**config.mk**
```make
export PLATFORM = sky130hd
export DESIGN_NAME = rxchk_preamble
export DESIGN_NICKNAME = d
export VERILOG_FILES = /design/src/rtl/rxchk_pkg.sv /design/src/rtl/rxchk_preamble.sv
export SDC_FILE = /design/constraint.sdc
export NUM_CORES = 1
export LEC_CHECK = 0
export CAP_MARGIN = 25
export CORE_AREA = 2 2 39 41
export CTS_CLUSTER_SIZE = 30
export DETAILED_ROUTE_END_ITERATION = 7
export DIE_AREA = 0 0 41 43
export HOLD_SLACK_MARGIN = 0.06
export PLACE_DENSITY_LB_ADDON = 0.2
export SYNTH_ARGS = -nofsm -noshare
export SYNTH_HDL_FRONTEND = slang
export SYNTH_SLANG_ARGS = --single-unit
```
**constraint.sdc**
```tcl
create_clock -name clk -period 3.1 [get_ports clk]
set_clock_uncertainty 0.05 [all_clocks]
set_input_delay 0.775 -clock clk [delete_from_list [all_inputs] [get_ports clk]]
set_output_delay 0.775 -clock clk [all_outputs]
set_load 0.01 [all_outputs]
```
**src/rtl/rxchk_pkg.sv**
```systemverilog
package rxchk_pkg;

    typedef enum logic [1:0] {
        PH_IDLE = 2'd0,
        PH_PRE  = 2'd1,
        PH_DATA = 2'd2
    } rx_phase_t;

    localparam logic [3:0] NIB_PRE  = 4'h5;
    localparam logic [3:0] NIB_SFD  = 4'hD;
    localparam logic [3:0] NIB_CARR = 4'hE;

    localparam int BIT_SHORT  = 1;
    localparam int BIT_CARR   = 2;
    localparam int BIT_CODEV  = 3;
    localparam int BIT_DROPEV = 12;
    localparam int BIT_ALIGN  = 14;
    localparam int BIT_OK     = 15;

    typedef struct packed {
        logic align;
        logic dropev;
        logic codev;
        logic carrier;
        logic runt;
    } rx_flags_t;

    function automatic logic flags_clean(rx_flags_t f);
        return !(f.runt | f.codev | f.dropev | f.align);
    endfunction

    function automatic logic [15:0] pack_status(rx_flags_t f);
        logic [15:0] w;
        w             = '0;
        w[BIT_SHORT]  = f.runt;
        w[BIT_CARR]   = f.carrier;
        w[BIT_CODEV]  = f.codev;
        w[BIT_DROPEV] = f.dropev;
        w[BIT_ALIGN]  = f.align;
        w[BIT_OK]     = flags_clean(f);
        return w;
    endfunction

endpackage

```
**src/rtl/rxchk_preamble.sv**
```systemverilog
module rxchk_preamble
    import rxchk_pkg::*;
#(
    parameter int MAX_PRE_BYTES = 11
) (
    input  logic       clk,
    input  logic       rst,
    input  logic       first,
    input  logic       in_pre,
    input  logic [3:0] rxd,
    output logic       impure,
    output logic       long_pre
);
    localparam int LIMIT = 2 * MAX_PRE_BYTES;
    localparam int CAP   = LIMIT + 1;
    localparam int CW    = $clog2(CAP + 1);

    logic [CW-1:0] pre_cnt;
    logic          imp_q;
    logic          is_sfd;
    logic          bad_nib;

    assign is_sfd  = (rxd == NIB_SFD);
    assign bad_nib = !is_sfd && (rxd != NIB_PRE);

    always_ff @(posedge clk) begin
        if (rst) begin
            pre_cnt <= '0;
            imp_q   <= 1'b0;
        end else if (first) begin
            pre_cnt <= is_sfd ? CW'(0) : CW'(1);
            imp_q   <= bad_nib;
        end else if (in_pre && !is_sfd) begin
            if (pre_cnt != CW'(CAP))
                pre_cnt <= pre_cnt + 1'b1;
            imp_q <= imp_q | bad_nib;
        end
    end

    assign impure   = imp_q;
    assign long_pre = (pre_cnt > CW'(LIMIT));

    // preamble record is frozen outside the preamble phase
    a_r3_pre_hold: assert property (@(posedge clk) disable iff (rst)
        (!first && !in_pre) |=> ($stable(pre_cnt) && $stable(imp_q)));

    a_r4_pre_cap: assert property (@(posedge clk) disable iff (rst)
        pre_cnt <= CW'(CAP));

endmodule

```
; ---- Word-level counts from Yosys, hierarchy flattened
; Cells that the tools add are included.
[totals]
reg_bits = 6
output_inout_bits = 2
wordCells = 20
in_bits = 8
[op_classes]
n_lt_le_gt_ge = 1
n_reduce_logical = 6
n_eq_ne = 3
n_bitwise = 1
add_sub_neg = 1
n_mux = 6
[op_table]
columns = cell, count
row1 = 2-to-1 mux 5 bit, 3
row2 = "adder 5 x 1 -> 5 bit, second input constant", 1
row3 = "> comparator 5 bit, second input constant", 1
row4 = "!= test 5 bit, second input constant", 1
row5 = "equality test 4 bit, second input constant", 1
row6 = "!= test 4 x 3 -> 1 bit, second input constant", 1
row7 = nonzero test 2 bit, 2
row8 = 2-to-1 mux 1 bit, 3
row9 = logical AND 1 bit, 2
row10 = AND reduction 2 bit, 1
row11 = zero test 1 bit, 1
row12 = bitwise OR 1 bit, 1

; ---- Logic depth before layout (Yosys ltp)
; Gate-level depths: netlist of the first run.
[logic_depth]
word_depth = 6
depth_mapped = 5
depth_no_buf = 5

; ---- Least setup slack after synthesis of the first run
; OpenSTA, ideal clock, no wires.
[synth_path]
kind = input to register
start = in rxd[1]
end = reg pre_cnt[1]
slack_ns = 1.435
setup_ns = 0.070
arrival_ns = 1.545
n_path_buf = 0
t_required_ns = 2.980
path_stages = 4
cell_sequence = nand4b_4 -> nand2_2 -> or4_1 -> a21oi_1
[synth_via]
elab_chain_cells = 5
[synth_lines]
columns = item, line
row1 = start: declaration, rxchk_preamble.sv:10  ; input logic [3:0] rxd,
row2 = equality test 4 bit, rxchk_preamble.sv:23  ; assign is_sfd = (rxd == NIB_SFD);
row3 = zero test 1 bit, rxchk_preamble.sv:33  ; end else if (in_pre && !is_sfd) begin
row4 = logical AND 1 bit, rxchk_preamble.sv:33
row5 = nonzero test 2 bit (no source line), n/a
row6 = AND reduction 2 bit (no source line), n/a
row7 = end signal: assignment, rxchk_preamble.sv:31  ; pre_cnt <= is_sfd ? CW'(0) : CW'(1);
row8 = end signal: assignment, rxchk_preamble.sv:35  ; pre_cnt <= pre_cnt + 1'b1;
row9 = end: declaration, rxchk_preamble.sv:18  ; logic [CW-1:0] pre_cnt;
; Every way passes these cells.
; A chain may end at the register's enable or synchronous reset.

; ---- Worst setup path in the final report of the first run
[layout_path]
start = reg pre_cnt[0]
end = out long_pre
[layout_via]
elab_chain_cells = 1
[layout_lines]
columns = item, line
row1 = > comparator 5 bit, rxchk_preamble.sv:41  ; assign long_pre = (pre_cnt > CW'(LIMIT));
row2 = end: declaration, rxchk_preamble.sv:12  ; output logic long_pre
; Every way passes these cells.

==> summary.txt, run 1 <==
Routing
  – # DRC: 0
  – Met3 WL post-DR: 36 um
  – Post-route ant nets: 0
  – Wirelength per Cell: 10.67 um
  – Total Wirelength: 747 um
  – Met1 wire length: 330 um
  – TritonRoute pass-1 iters: 4
  – Vias per inst: 4.929
  – Via count: 345
  – Number of DRC markers in iteration 0: 11
  – Highest metal used: met4
  – WL met2: 358 um

Finish
  – Share of post-route cells with drive strength above 1: 0.1111
  – Fin nets: 66
  – Area delta synth->final: 35.05%
  – ANT cells: 0

Worst setup path
  – Reg2reg path depth: 4
  – Worst path slowest cell: clkdlybuf4s50_1
  – Worst path arrival time: 1.64 ns
  – Largest stage delay, worst path: 0.52 ns
  – Reg2reg end: pre_cnt[1]
  – Critical path required time: 2.27 ns
  – Worst Path Max Fanout: 5
  – Critical path class: reg -> out
  – FF-to-FF setup slack: 1.61 ns
  – CP Capture Type: output port
  – CP Cell Sequence: inv_1 -> ha_1 -> nor2_1 -> o21a_1 -> clkdlybuf4s50_1
  – Start of the worst register-to-register path: pre_cnt[0]
  – Worst setup SP type: flip-flop

Clocking
  – Clk root buf: clkbuf_4
  – CTS tree: built
  – CTS resizes: 0
  – Postcts setup bufs: 0
  – Cts bufs inserted: 3
  – Clock Latency Late Sink: 0.25 ns
  – CTS max path bufs: 2
  – Clock slew at reported path FFs: 0.04 ns
  – H-tree Lvls: 1
  – CTS Sinks: 6
  – Hold Buf Count CTS: 0

Place
  – Place WS: 0.8831 ns
  – GP Congestion: 0.6999
  – PortBufs: 9

Flow run
  – Max-cap violations: 0

Synth
  – Synth Area in Simple Gates: 0.3402
  – Synth Warn #: 0
  – Synthesized net count: 53
  – Area share of fa/ha/maj cells after synthesis: 0.06873
  – Compound-Gate Fraction of Synth Area: 0.1856
  – Syn Std Cell Area: 364.1 sq um
  – Cell taking the most area after synthesis: dfxtp_1
  – Main combinational cell family by area after synthesis: simple AND/OR/NAND/NOR gates
  – Synthesis-stage register bit count: 6
  – Unique masters post-synth: 25
  – Cells after Synth: 43
  – Synth Area in XOR/XNOR: 0.02405
  – Mapped Avg Cell Area: 8.467 sq um
  – Mux contribution to synthesized area: 0.02749
  – Largest cells by area after synthesis: dfxtp_1 33%, a21oi_1 6.9%, ha_1 6.9%
  – Sequential-to-total area share from yosys stat: 0.3299
  – Post-synth top area share: 0.3299

Floorplan
  – Vert. Die Dim: 43 um
  – Starting density of the core: 0.2631
  – Row cnt: 14
  – Die ar.: 1763 sq um
  – Top Ports: 10
  – Die X-Extent: 41 um
  – Core area: 1384 sq um

Outcome
  – Status: complete, no violations

GRT
  – Initial antenna violation count: 0
  – GRT Total Usage: 0.1133
  – Vias in the first global route: 290
  – First-pass GRT wire length: 1193 um
  – GR Overflow Total: 0
  – Pin count of the biggest net entering global routing: 10

STA
  – F_max: 405.1 MHz
  – Worst-margin pin slew: 0.3041 ns
  – Hold Vio Cnt, Final: 0
  – Relative slew slack: 0.7920
  – Worst Slack Setup Final: 0.6313 ns
  – Setup_tns: 0 ns
  – Max-slew violation count: 0
  – Crit path time final: 2.469 ns
  – RSZ-0062 raised after global routing: no
  – Fin crit share: 0.7964
  – # setup viols final: 0

Min path
  – Hold depth: 2
  – Hold Path End: impure
  – Critical hold path startpoint: impure
  – Worst hold path class: reg -> reg

Pwr
  – Tot Pwr: 0.0001818 W
  – Power per cell area: 369.7 nW/um^2
  – Worst ir drop on vdd: 0.1617 mV
  – Leakage power: 0.1936 nW
-- routing by layer --
metal | up-vias | track usage
met5 | - | 0
met4 | 0 | 0.1000
met3 | 2 | 0.07853
met2 | 5 | 0.1438
met1 | 158 | 0.1186
li1 | 180 | -
-- cell usage after synthesis --
| library cell | instances |
|---|---|
| nand2_1 | 2 |
| nor3_1 | 3 |
| nor2_1 | 2 |
| a21oi_1 | 5 |
| and3_1 | 1 |
| o21a_1 | 1 |
| o21ai_0 | 4 |
| a31oi_1 | 1 |
| xor2_1 | 1 |
| clkbuf_2 | 1 |
| nand2b_1 | 2 |
| nand2_2 | 1 |
| mux2i_1 | 1 |
| and2_1 | 1 |
| nand4_1 | 1 |
| ha_1 | 2 |
| nor2b_1 | 1 |
| dfxtp_1 | 6 |
| nand4b_4 | 1 |
| nand3_1 | 1 |
| a2111oi_0 | 1 |
| or4_1 | 1 |
| inv_1 | 1 |
| or2_2 | 1 |
| nand3b_1 | 1 |
-- power by group --
part	total (W)	internal [W]	leakage, nW	switching, W
logic	0.0000257	0.0000150	0.131	0.0000107
clock network	0.0000736	0.0000439	0.0138	0.0000297
registers	0.0000825	0.0000801	0.0491	0.00000241
total	0.000182	0.000139	0.194	0.0000429
-- worst max-delay path, delay by kind of cell (launching register included) --
family,cells,cell delay (ns)
compound gates,1,0.11
fa+ha+maj,1,0.19
buf+inv,2,0.59
flops,1,0.40
simple gates,1,0.11
-- metrics by stage --
step                cells  hold WS [ns]  utilization  area [sq um]
finish                 70        0.4183       0.3553         491.7
global route           70        0.4636       0.3553         491.7
CTS                    70        0.4240       0.3553         491.7
detailed placement     67        0.4164       0.3391         469.2
global placement       67        0.4155       0.3391         469.2
floorplan              43        0.4349            -         364.1
-- sequential cells by signal, indices dropped and copies added (netlist names) --
register  count
pre_cnt       5
impure        1
-- layout make-up --
cell class / instances / area [sq um]
clock buffers: 3 / 22.52
fillers: 145 / 892.1
inverters: 1 / 3.754
multi-input cells: 35 / 235.2
flip-flops and latches: 6 / 120.1
well taps: 16 / 20.02
repair buffers: 9 / 90.09
-- kinds of logic after synthesis --
family / Yosys count
AND/OR/NAND/NOR: 19
AO/OA/AOI/OAI: 12
flip-flops: 6
buffers and inverters: 2
adder cells (fa/ha/maj): 2
XOR/XNOR: 1
multiplexers: 1
-- how the worst max path moves through the flow --
stage	startpoint	to	slack, ns	cells after the start
3_5_place_dp	pre_cnt[0]	long_pre	0.88	5
4_1_cts	pre_cnt[0]	long_pre	0.62	5
2_1_floorplan	rxd[1]	pre_cnt[1]	1.43	4
6_report	pre_cnt[0]	long_pre	0.63	5
5_1_grt	pre_cnt[0]	long_pre	0.54	5
3_3_place_gp	pre_cnt[0]	long_pre	0.87	5
-- cell usage in the layout (no fill, tap or decap) --
master           netlist  routed
clkbuf_4               0       3
a21oi_1                5       5
xor2_1                 1       1
a31oi_1                1       1
clkdlybuf4s50_1        0       9
nand3_1                1       1
dfxtp_1                6       6
and3_1                 1       1
or2_2                  1       1
o21a_1                 1       1
mux2i_1                1       1
nor2_1                 2       2
nor3_1                 3       3
nand4b_4               1       1
nand4_1                1       1
or4_1                  1       1
nand3b_1               1       1
nand2_2                1       1
inv_1                  1       1
nand2_1                2       2
o21ai_0                4       4
ha_1                   2       2
and2_1                 1       1
nor2b_1                1       1
a2111oi_0              1       1
nand2b_1               2       2
No activity file was read; power rests on OpenSTA's default activity.
==> run 2, diff against run 1 <==
==> constraint.sdc (replaced) <==
create_clock -name clk -period 2.13 [get_ports clk]
set_clock_uncertainty 0.05 [all_clocks]
set_input_delay 0.5325 -clock clk [delete_from_list [all_inputs] [get_ports clk]]
set_output_delay 0.5325 -clock clk [all_outputs]
set_load 0.01 [all_outputs]
==> summary.txt, run 2 (same netlist as run 1, synthesis figures left out) <==
Place
  – Post-DP HPWL: 629.2 um
  – Dpl cells: 70
  – GP Congestion: 0.7483
  – PortBufs: 9
  – Placed standard-cell area: 491.7 sq um
  – Place WS: 0.1578 ns

GRT
  – First-pass GRT wire length: 1380 um
  – GR Overflow Total: 0
  – Vias in the first global route: 345
  – Pin count of the biggest net entering global routing: 7
  – Initial antenna violation count: 0
  – GRT Total Usage: 0.1202

Floorplan
  – Die ar.: 1763 sq um
  – Row cnt: 14
  – Starting density of the core: 0.2631
  – Top Ports: 10
  – Core area: 1384 sq um
  – Vert. Die Dim: 43 um
  – Die X-Extent: 41 um

Routing
  – Wirelength per Cell: 10.74 um
  – # DRC: 0
  – Via count: 358
  – Number of DRC markers in iteration 0: 3
  – TritonRoute pass-1 iters: 2
  – Vias per inst: 4.904
  – Post-route ant nets: 0
  – Total Wirelength: 784 um

Finish
  – Area delta synth->final: 40.89%
  – Commonest non-fill, non-tap cell in the layout: clkdlybuf4s50_1
  – Seq. cell area: 120.1 sq um
  – Non-Filler Instances: 73
  – Area of the multi-input gates: 235.2 sq um
  – Largest Register: pre_cnt
  – # fillers: 150
  – Final Cell Area: 513.0 sq um
  – Share of post-route cells with drive strength above 1: 0.1579
  – ANT cells: 0
  – Core Util, Final: 0.3707
  – Fin nets: 69
  – Max reg flops: 5
  – Commonest non-fill, non-tap cells in the layout: 8 x clkdlybuf4s50_1, 6 x dfxtp_1, 5 x a21oi_1

STA
  – Hold Vio Cnt, Final: 0
  – # setup viols final: 0
  – Fin crit share: 0.8792
  – Setup_tns: 0 ns
  – Relative slew slack: 0.7537
  – RSZ-0062 raised after global routing: no
  – Worst-margin pin slew: 0.3601 ns
  – Worst Slack Setup Final: 0.2572 ns
  – F_max: 534.0 MHz
  – Crit path time final: 1.873 ns
  – Max-slew violation count: 0

Pwr
  – Worst ir drop on vdd: 0.2097 mV
  – Leakage power: 0.2131 nW
  – Power per cell area: 529.0 nW/um^2
  – Clock Power Share: 0.401
  – Flop pwr share: 0.437
  – Sw Share: 0.2397
  – Internal Power: 0.0002064 W
  – Switch Pwr: 0.00006504 W
  – Power share of the combinational group: 0.162

Worst setup path
  – Largest stage delay, worst path: 0.32 ns
  – Worst path slowest cell: dfxtp_1
  – Worst setup SP type: flip-flop
  – Worst Path Max Fanout: 2
  – Reg2reg path depth: 6
  – Buf+Inv Stages, Crit Path: 2
  – Critical path required time: 1.55 ns
  – CP Capture Type: output port
  – Start of the worst register-to-register path: pre_cnt[0]
  – Reg2reg end: pre_cnt[1]
  – FF-to-FF setup slack: 0.65 ns
  – Crit path max-delay family: flip-flops
  – Worst path arrival time: 1.29 ns
  – Critical path class: reg -> out
  – CP Cell Sequence: inv_1 -> ha_1 -> nor2_1 -> o21a_1 -> dlygate4sd2_1

Min path
  – Hold depth: 2
  – Hold Path End: impure
  – Worst hold path class: reg -> reg
  – Critical hold path startpoint: impure

Flow run
  – Max-cap violations: 0

Outcome
  – Status: complete, no violations

Clocking
  – Clk root buf: clkbuf_4
  – Clock slew at reported path FFs: 0.05 ns
  – CTS max path bufs: 2
  – Cts bufs inserted: 3
  – Clock Latency Late Sink: 0.25 ns
  – CTS Sinks: 6
  – Postcts setup bufs: 0
  – CTS tree: built
  – H-tree Lvls: 1
==> run 2: what timing repair did <==
item,CTS,global route
hold buffers,0,0
endpoints found under the setup margin,1,0
resized for setup,1,0
==> run 2: worst reg2reg max path, stage by stage (launching register included) <==
cell	delay, ns
dfxtp_1	0.30
buf_4	0.14
ha_1	0.21
nand2_1	0.09
nor3_1	0.07
or4_1	0.40
a21oi_1	0.14
==> run 2: routing by layer <==
layer,wire (um),global-route usage,up-vias
met4,7,0.04000,0
met2,363,0.1688,6
li1,-,-,185
met5,0,0,-
met3,40,0.07853,2
met1,373,0.1438,165
==> run 2: through the flow <==
| step | hold slack (ns) | total power [W] |
|---|---|---|
| after global placement | 0.4139 | 0.0001653 |
| final | 0.4215 | 0.0002714 |
| after floorplan | 0.4349 | 0.0001364 |
| after global routing | 0.4714 | 0.0002909 |
| after CTS | 0.4282 | 0.0002783 |
| after detailed placement | 0.4199 | 0.0001651 |
==> run 2: worst max path at each step <==
stage                    start          to  slack (ns)  depth (start not counted)
global route        pre_cnt[0]    long_pre        0.15                          5
CTS                 pre_cnt[0]    long_pre        0.23                          5
floorplan               rxd[1]  pre_cnt[1]        0.71                          4
finish              pre_cnt[0]    long_pre        0.26                          5
detailed placement      rxd[0]  pre_cnt[2]        0.16                          5
global placement        rxd[0]  pre_cnt[2]        0.19                          5
==> run 2: power by group through the flow <==
stage | clock network [W] | logic, W | registers (W)
2_1_floorplan | 0 | 0.0000145 | 0.000122
5_1_grt | 0.000123 | 0.0000488 | 0.000119
3_5_place_dp | 0 | 0.0000442 | 0.000121
3_3_place_gp | 0 | 0.0000444 | 0.000121
6_report | 0.000109 | 0.0000440 | 0.000119
4_1_cts | 0.000115 | 0.0000444 | 0.000119
==> run 2: cell type report <==
cell class                 count  share of cell area
tap                           16             0.03902
inverter                       1            0.007317
timing repair buffer          12              0.2171
clock buffer                   3             0.04390
sequential                     6              0.2341
multi-input combinational     35              0.4585
